==> src/rtl/irq_seq_pkg.sv <==
package irq_seq_pkg;

  localparam int DATA_W      = 8;
  localparam int PC_W        = 2 * DATA_W;
  localparam int CCR_I_BIT   = 3;
  localparam int FRAME_BYTES = 5;
  localparam int STEP_W      = 3;

  typedef enum logic [2:0] {
    ST_IDLE,
    ST_PUSH,
    ST_VEC,
    ST_POP,
    ST_POPL,
    ST_FIN
  } seq_state_t;

  // Push order is the slot number; pops run from the highest slot downwards.
  typedef enum logic [2:0] {
    SLOT_PCL = 3'd0,
    SLOT_PCH = 3'd1,
    SLOT_X   = 3'd2,
    SLOT_A   = 3'd3,
    SLOT_CCR = 3'd4
  } slot_t;

endpackage

==> src/rtl/irq_prio_pick.sv <==
module irq_prio_pick #(
  parameter int N    = 4,
  parameter int ID_W = 2
) (
  input  logic [N-1:0]    pend,
  output logic            any,
  output logic [ID_W-1:0] id
);

  // Lowest index wins: scan downwards so the last hit is the smallest index.
  always_comb begin
    any = |pend;
    id  = '0;
    for (int i = N - 1; i >= 0; i--) begin
      if (pend[i]) begin
        id = ID_W'(i);
      end
    end
  end

endmodule

==> src/rtl/irq_sp_unit.sv <==
module irq_sp_unit #(
  parameter int SP_W      = 8,
  parameter int WRAP_BITS = 6
) (
  input  logic            clk,
  input  logic            rst_n,
  input  logic            push,
  input  logic            pop,
  output logic [SP_W-1:0] sp,
  output logic [SP_W-1:0] sp_up
);

  localparam int HI_W = SP_W - WRAP_BITS;

  logic [WRAP_BITS-1:0] low_q;
  logic [WRAP_BITS-1:0] low_d;
  logic [WRAP_BITS-1:0] low_inc;

  assign low_inc = low_q + WRAP_BITS'(1);

  always_comb begin
    low_d = low_q;
    if (push) begin
      low_d = low_q - WRAP_BITS'(1);
    end else if (pop) begin
      low_d = low_inc;
    end
  end

  always_ff @(posedge clk or negedge rst_n) begin
    if (!rst_n) begin
      low_q <= '1;
    end else if (push || pop) begin
      low_q <= low_d;
    end
  end

  generate
    if (HI_W > 0) begin : g_region
      assign sp    = {{HI_W{1'b1}}, low_q};
      assign sp_up = {{HI_W{1'b1}}, low_inc};
    end else begin : g_full
      assign sp    = low_q;
      assign sp_up = low_inc;
    end
  endgenerate

endmodule

==> src/rtl/irq_seq_ctrl.sv <==
module irq_seq_ctrl
  import irq_seq_pkg::*;
(
  input  logic       clk,
  input  logic       rst_n,
  input  logic       entry_req,
  input  logic       ret_req,
  input  logic       take_ok,
  output logic       accept_entry,
  output logic       push_en,
  output slot_t      push_slot,
  output logic       set_mask,
  output logic       vec_rd,
  output logic       vec_lo,
  output logic       vec_cap_hi,
  output logic       vec_cap_lo,
  output logic       pop_en,
  output logic       cap_en,
  output slot_t      cap_slot,
  output logic       busy,
  output logic       done,
  output seq_state_t state_o
);

  localparam logic [STEP_W-1:0] LAST_STEP = STEP_W'(FRAME_BYTES - 1);

  seq_state_t        state_q, state_d;
  logic [STEP_W-1:0] step_q,  step_d;

  always_comb begin
    state_d      = state_q;
    step_d       = step_q;
    accept_entry = 1'b0;
    push_en      = 1'b0;
    push_slot    = slot_t'(step_q);
    set_mask     = 1'b0;
    vec_rd       = 1'b0;
    vec_lo       = 1'b0;
    vec_cap_hi   = 1'b0;
    vec_cap_lo   = 1'b0;
    pop_en       = 1'b0;
    cap_en       = 1'b0;
    cap_slot     = SLOT_PCL;
    done         = 1'b0;
    unique case (state_q)
      ST_IDLE: begin
        if (ret_req) begin
          state_d = ST_POP;
          step_d  = '0;
        end else if (entry_req && take_ok) begin
          accept_entry = 1'b1;
          state_d      = ST_PUSH;
          step_d       = '0;
        end
      end
      ST_PUSH: begin
        push_en = 1'b1;
        if (step_q == LAST_STEP) begin
          set_mask = 1'b1;
          state_d  = ST_VEC;
          step_d   = '0;
        end else begin
          step_d = step_q + STEP_W'(1);
        end
      end
      ST_VEC: begin
        step_d = step_q + STEP_W'(1);
        if (step_q == STEP_W'(0)) begin
          vec_rd = 1'b1;
        end else if (step_q == STEP_W'(1)) begin
          vec_rd     = 1'b1;
          vec_lo     = 1'b1;
          vec_cap_hi = 1'b1;
        end else begin
          vec_cap_lo = 1'b1;
          state_d    = ST_FIN;
        end
      end
      ST_POP: begin
        pop_en = 1'b1;
        if (step_q != STEP_W'(0)) begin
          cap_en   = 1'b1;
          cap_slot = slot_t'(STEP_W'(FRAME_BYTES) - step_q);
        end
        if (step_q == LAST_STEP) begin
          state_d = ST_POPL;
        end else begin
          step_d = step_q + STEP_W'(1);
        end
      end
      ST_POPL: begin
        cap_en   = 1'b1;
        cap_slot = SLOT_PCL;
        state_d  = ST_FIN;
      end
      ST_FIN: begin
        done    = 1'b1;
        state_d = ST_IDLE;
      end
      default: begin
        state_d = ST_IDLE;
      end
    endcase
  end

  always_ff @(posedge clk or negedge rst_n) begin
    if (!rst_n) begin
      state_q <= ST_IDLE;
      step_q  <= '0;
    end else begin
      state_q <= state_d;
      step_q  <= step_d;
    end
  end

  assign busy    = (state_q != ST_IDLE);
  assign state_o = state_q;

endmodule

==> src/rtl/irq_ctx_file.sv <==
module irq_ctx_file
  import irq_seq_pkg::*;
#(
  parameter int GID_W = 2
) (
  input  logic              clk,
  input  logic              rst_n,
  input  logic              load,
  input  logic [PC_W-1:0]   pc_in,
  input  logic [DATA_W-1:0] x_in,
  input  logic [DATA_W-1:0] a_in,
  input  logic [DATA_W-1:0] ccr_in,
  input  logic [GID_W-1:0]  gid_in,
  input  logic              set_mask,
  input  logic              vec_cap_hi,
  input  logic              vec_cap_lo,
  input  logic              cap_en,
  input  slot_t             cap_slot,
  input  logic [DATA_W-1:0] rdata,
  input  slot_t             rd_slot,
  output logic [DATA_W-1:0] rd_byte,
  output logic [PC_W-1:0]   pc_q,
  output logic [DATA_W-1:0] x_q,
  output logic [DATA_W-1:0] a_q,
  output logic [DATA_W-1:0] ccr_q,
  output logic [GID_W-1:0]  gid_q
);

  logic [PC_W-1:0]   pc_d;
  logic [DATA_W-1:0] x_d, a_d, ccr_d;
  logic [GID_W-1:0]  gid_d;
  logic              upd;

  assign upd = load | set_mask | vec_cap_hi | vec_cap_lo | cap_en;

  always_comb begin
    pc_d  = pc_q;
    x_d   = x_q;
    a_d   = a_q;
    ccr_d = ccr_q;
    gid_d = gid_q;
    if (load) begin
      pc_d  = pc_in;
      x_d   = x_in;
      a_d   = a_in;
      ccr_d = ccr_in;
      gid_d = gid_in;
    end
    if (set_mask) begin
      ccr_d[CCR_I_BIT] = 1'b1;
    end
    if (vec_cap_hi) begin
      pc_d[PC_W-1:DATA_W] = rdata;
    end
    if (vec_cap_lo) begin
      pc_d[DATA_W-1:0] = rdata;
    end
    if (cap_en) begin
      unique case (cap_slot)
        SLOT_CCR: ccr_d               = rdata;
        SLOT_A:   a_d                 = rdata;
        SLOT_X:   x_d                 = rdata;
        SLOT_PCH: pc_d[PC_W-1:DATA_W] = rdata;
        default:  pc_d[DATA_W-1:0]    = rdata;
      endcase
    end
  end

  always_ff @(posedge clk or negedge rst_n) begin
    if (!rst_n) begin
      pc_q  <= '0;
      x_q   <= '0;
      a_q   <= '0;
      ccr_q <= '0;
      gid_q <= '0;
    end else if (upd) begin
      pc_q  <= pc_d;
      x_q   <= x_d;
      a_q   <= a_d;
      ccr_q <= ccr_d;
      gid_q <= gid_d;
    end
  end

  always_comb begin
    unique case (rd_slot)
      SLOT_PCH: rd_byte = pc_q[PC_W-1:DATA_W];
      SLOT_X:   rd_byte = x_q;
      SLOT_A:   rd_byte = a_q;
      SLOT_CCR: rd_byte = ccr_q;
      default:  rd_byte = pc_q[DATA_W-1:0];
    endcase
  end

endmodule

==> src/rtl/irq_stack_seq.sv <==
module irq_stack_seq
  import irq_seq_pkg::*;
#(
  parameter int          NUM_SRC   = 4,
  parameter int          AW        = 16,
  parameter logic [15:0] VEC_BASE  = 16'hFFF0,
  parameter int          SP_W      = 8,
  parameter int          WRAP_BITS = 6,
  localparam int         GID_W     = (NUM_SRC > 1) ? $clog2(NUM_SRC) : 1
) (
  input  logic               clk,
  input  logic               rst_n,
  input  logic               entry_req,
  input  logic               ret_req,
  input  logic [NUM_SRC-1:0] irq_pend,
  input  logic [15:0]        pc_in,
  input  logic [7:0]         x_in,
  input  logic [7:0]         a_in,
  input  logic [7:0]         ccr_in,
  output logic [15:0]        pc_out,
  output logic [7:0]         x_out,
  output logic [7:0]         a_out,
  output logic [7:0]         ccr_out,
  output logic [SP_W-1:0]    sp_out,
  output logic [GID_W-1:0]   grant_id,
  output logic               busy,
  output logic               done,
  output logic               mem_en,
  output logic               mem_we,
  output logic [AW-1:0]      mem_addr,
  output logic [7:0]         mem_wdata,
  input  logic [7:0]         mem_rdata
);

  // Reset: asserted at once, released through two flops.
  logic [1:0] rst_pipe;
  logic       rst_sync_n;

  always_ff @(posedge clk or negedge rst_n) begin
    if (!rst_n) begin
      rst_pipe <= '0;
    end else begin
      rst_pipe <= {rst_pipe[0], 1'b1};
    end
  end
  assign rst_sync_n = rst_pipe[1];

  logic             any_pend;
  logic [GID_W-1:0] pick_id;
  logic             take_ok;
  logic             accept_entry;
  logic             push_en, pop_en, set_mask;
  logic             vec_rd, vec_lo, vec_cap_hi, vec_cap_lo;
  logic             cap_en;
  slot_t            push_slot, cap_slot;
  seq_state_t       seq_state;
  logic             vec_phase;
  logic [SP_W-1:0]  sp_cur, sp_up;
  logic [AW-1:0]    vec_addr;

  irq_prio_pick #(
    .N    (NUM_SRC),
    .ID_W (GID_W)
  ) u_pick (
    .pend (irq_pend),
    .any  (any_pend),
    .id   (pick_id)
  );

  assign take_ok = any_pend & ~ccr_in[CCR_I_BIT];

  irq_seq_ctrl u_ctrl (
    .clk          (clk),
    .rst_n        (rst_sync_n),
    .entry_req    (entry_req),
    .ret_req      (ret_req),
    .take_ok      (take_ok),
    .accept_entry (accept_entry),
    .push_en      (push_en),
    .push_slot    (push_slot),
    .set_mask     (set_mask),
    .vec_rd       (vec_rd),
    .vec_lo       (vec_lo),
    .vec_cap_hi   (vec_cap_hi),
    .vec_cap_lo   (vec_cap_lo),
    .pop_en       (pop_en),
    .cap_en       (cap_en),
    .cap_slot     (cap_slot),
    .busy         (busy),
    .done         (done),
    .state_o      (seq_state)
  );

  irq_sp_unit #(
    .SP_W      (SP_W),
    .WRAP_BITS (WRAP_BITS)
  ) u_sp (
    .clk   (clk),
    .rst_n (rst_sync_n),
    .push  (push_en),
    .pop   (pop_en),
    .sp    (sp_cur),
    .sp_up (sp_up)
  );

  irq_ctx_file #(
    .GID_W (GID_W)
  ) u_ctx (
    .clk        (clk),
    .rst_n      (rst_sync_n),
    .load       (accept_entry),
    .pc_in      (pc_in),
    .x_in       (x_in),
    .a_in       (a_in),
    .ccr_in     (ccr_in),
    .gid_in     (pick_id),
    .set_mask   (set_mask),
    .vec_cap_hi (vec_cap_hi),
    .vec_cap_lo (vec_cap_lo),
    .cap_en     (cap_en),
    .cap_slot   (cap_slot),
    .rdata      (mem_rdata),
    .rd_slot    (push_slot),
    .rd_byte    (mem_wdata),
    .pc_q       (pc_out),
    .x_q        (x_out),
    .a_q        (a_out),
    .ccr_q      (ccr_out),
    .gid_q      (grant_id)
  );

  assign vec_addr  = AW'(VEC_BASE) + AW'({grant_id, 1'b0}) + AW'(vec_lo);
  assign vec_phase = (seq_state == ST_VEC);

  always_comb begin
    mem_en   = push_en | pop_en | vec_rd;
    mem_we   = push_en;
    mem_addr = vec_addr;
    if (push_en) begin
      mem_addr = AW'(sp_cur);
    end else if (pop_en) begin
      mem_addr = AW'(sp_up);
    end
  end

  assign sp_out = sp_cur;

endmodule

==> config.mk <==
export PLATFORM = sky130hd
export DESIGN_NAME = irq_stack_seq
export DESIGN_NICKNAME = d
export VERILOG_FILES = /design/src/rtl/irq_seq_pkg.sv /design/src/rtl/irq_prio_pick.sv /design/src/rtl/irq_sp_unit.sv /design/src/rtl/irq_seq_ctrl.sv /design/src/rtl/irq_ctx_file.sv /design/src/rtl/irq_stack_seq.sv
export SDC_FILE = /design/constraint.sdc
export NUM_CORES = 1
export LEC_CHECK = 0
export BUFFER_PORTS_ARGS = -buffer_cell sky130_fd_sc_hd__buf_2
export CORE_MARGIN = 4
export CORE_UTILIZATION = 44
export DETAILED_ROUTE_END_ITERATION = 10
export PLACE_DENSITY = 0.83
export SETUP_SLACK_MARGIN = 0.05
export SKIP_CTS_REPAIR_TIMING = 1
export SYNTH_ARGS = -nofsm -noshare
export SYNTH_HDL_FRONTEND = slang
export SYNTH_SLANG_ARGS = --single-unit
==> constraint.sdc <==
create_clock -name clk -period 2.27 [get_ports clk]
set_input_delay 0.681 -clock clk [delete_from_list [all_inputs] [get_ports clk]]
set_output_delay 0.681 -clock clk [all_outputs]
set_load 0.01 [all_outputs]
==> results of run 1 <==
==> sequential cells by signal (all words and copies together) (netlist names) <==
| name | count |
|---|---|
| u_sp.low_q | 6 |
| u_ctx.a_q | 8 |
| u_ctx.x_q | 8 |
| u_ctx.gid_q | 2 |
| u_ctx.ccr_q | 8 |
| rst_pipe | 2 |
| u_ctrl.push_slot | 3 |
| u_ctrl.state_o | 3 |
| u_ctx.pc_q | 16 |
==> cell usage in the layout (no fill, tap or decap), types with 6 or more instances in the layout <==
master and n:
mux2_4 8, inv_1 17, o21a_1 17, buf_4 37, a221o_1 10, buf_2 121
nor2_1 10, buf_6 13, xor2_1 7, a31oi_1 6, nand3_1 8, o21ai_1 6
mux2i_1 11, o22a_1 16, a21oi_1 15, clkbuf_8 6, dfstp_2 6, nand2_2 8
o22ai_1 12, a21oi_2 14, dfrtp_1 45, nand2_1 13, o21ai_2 7
==> Yosys cell counts (3+ instances only) <==
cell and instances:
dfrtp_1 50, inv_1 21, nand2_1 21, o21a_1 17
a21oi_1 16, o22a_1 16, buf_4 14, a21oi_2 13
nor2_1 13, o21ai_1 12, o22ai_1 12, mux2i_1 11
a221o_1 10, buf_2 9, mux2_2 9, nand3_1 9
ha_1 7, xor2_1 7, a31oi_1 6, dfstp_2 6
nor3_1 6, o21ai_0 6, clkbuf_1 5, nand4_1 5
buf_1 3, inv_2 3, nand2b_1 3, nor2b_1 3
xnor2_1 3
==> metal layers <==
metal  share of wire, %  track usage (%)  routed length [um]
met5                  0                0                   0
met3                7.1            4.769                 798
met4                3.1            9.123                 349
met1                 37            28.24                4184
met2                 52            38.70                5848
==> cell families after synthesis <==
kind of cell               share of synthesized area, %
other                                            0.1101
DFF                                               41.35
adders and majority gates                         2.571
muxes                                             6.207
AOI/OAI and AO/OA                                 25.67
xor gates and xnor gates                          2.571
and+or+nand+nor                                   12.05
buffers and inverters                             9.475
==> metrics by stage <==
step / setup WS, ns / instance area, sq um
detailed placement: -0.1343 / 4349
global placement: -0.1153 / 4349
finish: -0.4633 / 4727
CTS: -0.5123 / 4446
floorplan: 0.01624 / 3518
global route: -0.5008 / 4727
==> worst max-delay path, delay by kind of cell, from the launching register on <==
kind	cells	cell delay [ns]
DFF	1	0.46
adders and majority gates	1	0.18
and+or+nand+nor	1	0.07
AOI/OAI and AO/OA	2	0.34
buffers and inverters	3	0.40
muxes	1	0.27
==> cell type report <==
class	instances	area [sq um]	area share, %
inverters	24	97.59	2.065
multi-input cells	239	1904	40.29
flip-flops and latches	56	1415	29.94
clock buffers	6	82.58	1.747
well taps	99	123.9	2.620
clock inverters	2	13.76	0.2912
repair buffers	174	1090	23.05
==> power by group through the flow <==
stage               logic, uW  clock network, uW  registers (uW)
global route             5000                653            2190
detailed placement       4080                  0            2060
CTS                      4080                605            2050
global placement         3950                  0            2050
floorplan                2450                  0            2140
finish                   4700                601            2120
==> worst max-delay path by stage <==
| stage | from | endpoint | slack, ns | cells after the start |
|---|---|---|---|---|
| after floorplan | u_ctrl.push_slot[0] | mem_wdata[0] | 0.02 | 7 |
| after global placement | u_ctrl.push_slot[1] | mem_addr[0] | -0.12 | 7 |
| after detailed placement | u_ctrl.push_slot[1] | mem_wdata[3] | -0.13 | 5 |
| after CTS | u_ctrl.push_slot[1] | mem_addr[0] | -0.51 | 7 |
| after global routing | u_ctrl.push_slot[1] | mem_wdata[5] | -0.50 | 8 |
| final | u_ctrl.push_slot[1] | mem_wdata[4] | -0.46 | 8 |
==> impl_metrics.yaml, run 1 <==
global_routing:
  grt_usage_pct: 22.83
  grt_max_degree: 28
  grt_pass1_wl_um: 16300
  antenna_found_initial: 0
  grt_overflow_total: 0
  grt_pass1_vias: 3299
worst_setup_path:
  crit_arrival_ns: 2.05
  worst_r2r_endpoint: "u_ctx.pc_q[8]"
  crit_top_cell: "buf_6"
  regToRegSetupSlack_ns: 0.17
  reg2reg_depth: 7
  r2r-start: "u_ctrl.push_slot[0]"
  path_max_fanout: 4
  worstSetupStartpointType: "flop"
  cpPeakStageDelay_ns: 0.46
  path_class: "flop to output port"
  cp-end-kind: "output port"
  crit_slowest_cell: "dfrtp_2"
  crit_required_ns: 1.59
  path_cells: "buf_6 -> ha_4 -> buf_6 -> nand2_2 -> o21ai_2 -> a221o_1 -> mux2_4 -> buf_6"
min_path:
  hp-class: "input pin to asynchronous set/reset pin"
clocking:
  cts_tree: "built"
  htreeDepth: 2
  clock_sink_count: 56
  worstSkewPairLatency_ns: 0.32
  clock_path_buffers: 2
  path_clk_slew_ns: 0.10
  cts_root_buffer: "clkbuf_8"
  cts_buffers: 5
timing:
  setup_viol: 15
  rsz0062_at_grt: "yes"
  slew_viol_final: 0
  hold_ws_ns: 0.1261
  finalSetupTns_ns: -4.035
  clock_skew_ns: 0.01061
  fmax_mhz: 365.9
  worst_pin_slew_ns: 0.6225
  timing.final.ws_setup_ns: -0.4633
  timing.final.crit_share_pct: 120.4
  slew_headroom_pct: 58.50
  min_period_ns: 2.733
  hold_viol: 0
logic_synthesis:
  yosys.area.top_type: "dfrtp_1"
  synth_edf_count: 0
  synth_cells: 350
  ys_seq_elements: 56
  synth_top_flop_cell: "dfrtp_1"
  yosys-top-cells-area: "dfrtp_1 (37%), dfstp_2 (4.6%), o22a_1 (4.1%)"
  async_reset_ff_share_pct: 100.0
  synth_top_area_share_pct: 36.72
  ys_types: 55
  ys_seq_area_share_pct: 41.35
  synth_area_sq_um: 3407
  yosysWarnings: 0
  synth_area_per_cell_sq_um: 9.734
routing:
  dr.pass1.iters: 5
  wl_per_cell_um: 18.63
  dr_total_vias: 3462
  drt_iter0_markers: 375
  vias_per_cell: 5.770
  drt_wl_total_um: 11180
  drc: 0
  antenna_left: 0
finish:
  antennaDiodeCount: 0
  syn2layout_area_growth_pct: 38.74
  layout-drive-gt1-share_pct: 51.50
  utilization_pct: 64.14
  fill_cells: 584
  nNetsFinal: 563
  stdcell_count: 600
power:
  p_comb_share_pct: 63.4
  intPower_uw: 4212
  power_uw: 7416
  p_leak_uw: 0.002224
  swShare_pct: 43.20
  pwr-share-clk_pct: 8.1
  p_seq_share_pct: 28.5
  switchingPower_uw: 3204
  p_per_area_nw_per_um2: 1569
  vdd_drop_max_v: 0.0006074
floorplanning:
  die_area_sq_um: 9215
  start_util_pct: 46.23
  ios: 134
  die_w_um: 96.00
  core_area_sq_um: 7370
  rows: 31
  dieHeight_um: 96.00
run:
  drv_cap: 0
status:
  violations: "negative setup slack"
  outcome: "complete, but fails checks"
placement:
  portBuffers: 129
  dpl.hpwl_um: 8231
  dp.cells: 586
  gp_congestion: 0.9559
Power figures use the tool's default switching activity.
==> run 2, diff against run 1 <==
--- a/config.mk
+++ b/config.mk
@@ -8,6 +8,7 @@
 export BUFFER_PORTS_ARGS = -buffer_cell sky130_fd_sc_hd__buf_2
 export CORE_MARGIN = 4
 export CORE_UTILIZATION = 44
+export CTS_BUF_LIST = sky130_fd_sc_hd__clkbuf_16
 export DETAILED_ROUTE_END_ITERATION = 10
 export PLACE_DENSITY = 0.83
 export SETUP_SLACK_MARGIN = 0.05
==> impl_metrics.yaml, run 2 (same netlist as run 1, synthesis figures left out) <==
status:
  outcome: "complete, but fails checks"
  violations: "negative setup slack"
worst_setup_path:
  cp-end-kind: "output port"
  r2r-start: "u_ctrl.push_slot[0]"
  regToRegSetupSlack_ns: 0.22
  crit_path_start: "u_ctrl.push_slot[1]"
  crit_required_ns: 1.59
  crit_arrival_ns: 2.01
  path_cells: "buf_6 -> ha_4 -> buf_6 -> nand2_2 -> o21ai_2 -> a221o_1 -> mux2_4 -> buf_6"
  path_class: "flop to output port"
  path_max_fanout: 6
  crit_slowest_cell: "dfrtp_2"
  worstSetupStartpointType: "flop"
  cpPeakStageDelay_ns: 0.45
  critical_path_depth: 8
  path_buf_inv: 3
  reg2reg_depth: 7
  crit_top_cell: "buf_6"
  crit_family: "flip-flops"
  worstSetupEndpoint: "mem_wdata[5]"
  worst_r2r_endpoint: "u_ctx.pc_q[10]"
timing:
  slew_headroom_pct: 58.41
  hold_ws_ns: 0.1574
  timing.final.crit_share_pct: 118.5
  rsz0062_at_grt: "yes"
  finalSetupTns_ns: -3.473
  setup_viol: 11
  hold_viol: 0
  clock_skew_ns: 0.006876
  slew_viol_final: 0
  worst_pin_slew_ns: 0.6238
  min_period_ns: 2.691
  fmax_mhz: 371.7
  timing.final.ws_setup_ns: -0.4206
finish:
  mostFrequentLayoutCell: "buf_2"
  syn2layout_area_growth_pct: 38.12
  antennaDiodeCount: 0
  largest_reg_flops: 16
  layout-drive-gt1-share_pct: 49.80
  final_cell_mix: "buf_2 (122), dfrtp_1 (46), buf_4 (38)"
  final_cell_area_sq_um: 4706
  largest_register: "u_ctx.pc_q"
  nNetsFinal: 562
routing:
  drt_iter0_markers: 285
  antenna_left: 0
  wl_per_cell_um: 18.50
  dr.pass1.iters: 6
  dr_total_vias: 3493
  drt_wl_total_um: 11080
  drc: 0
  vias_per_cell: 5.831
clocking:
  htreeDepth: 2
  clock_path_buffers: 2
  clock_sink_count: 56
  cts_buffers: 5
  cts_root_buffer: "clkbuf_16"
  worstSkewPairLatency_ns: 0.30
  path_clk_slew_ns: 0.07
  cts_tree: "built"
run:
  drv_cap: 0
floorplanning:
  dieHeight_um: 96.00
  core_area_sq_um: 7370
  start_util_pct: 46.23
  rows: 31
  ios: 134
  die_area_sq_um: 9215
  die_w_um: 96.00
power:
  vdd_drop_max_v: 0.0005784
  p_per_area_nw_per_um2: 1587
  p_leak_uw: 0.002219
global_routing:
  antenna_found_initial: 0
  grt_pass1_vias: 3307
  grt_overflow_total: 0
  grt_pass1_wl_um: 16300
  grt_max_degree: 28
  grt_usage_pct: 22.68
placement:
  gp_congestion: 0.9559
  dpl.hpwl_um: 8231
  placed_area_sq_um: 4349
  dp_slack_ns: -0.1343
  portBuffers: 129
min_path:
  hp-class: "input pin to asynchronous set/reset pin"
[run 2: final cells by class]
| class | instances | area (sq um) |
|---|---|---|
| fill | 575 | 2664 |
| multi-input combinational | 239 | 1868 |
| sequential | 56 | 1414 |
| timing repair buffer | 173 | 1060 |
| clock buffer | 5 | 125.1 |
| tap | 99 | 123.9 |
| inverter | 24 | 97.59 |
| clock inverter | 3 | 17.52 |
[run 2: per-layer routing]
| metal | global-route usage (%) | vias to the layer above | wire (um) |
|---|---|---|---|
| li1 | - | 1562 | - |
| met5 | 0 | - | 0 |
| met1 | 28.39 | 1697 | 4188 |
| met3 | 4.066 | 41 | 853 |
| met4 | 8.531 | 0 | 414 |
| met2 | 38.82 | 193 | 5626 |
[run 2: worst min-delay path by stage]
stage / cells past startpoint / endpoint / slack (ns)
6_report: 1 / rst_pipe[1] / 0.16
5_1_grt: 1 / rst_pipe[1] / 0.15
4_1_cts: 1 / rst_pipe[1] / 0.16
3_5_place_dp: 0 / u_ctx.x_q[3] / 0.30
3_3_place_gp: 0 / u_ctx.ccr_q[3] / 0.29
2_1_floorplan: 0 / rst_pipe[1] / 0.33
[run 2: power by group]
part	total [uW]	internal, uW	switching [uW]
Combinational	4590	2360	2240
Clock	772	408	364
Sequential	2100	1530	566
[run 2: metrics by stage]
step	util, %	std cells	power [uW]
after CTS	60.95	594	6917
after floorplan	-	354	4594
after global placement	59.02	586	6000
final	63.85	599	7466
after detailed placement	59.02	586	6140
after global routing	63.85	599	7890
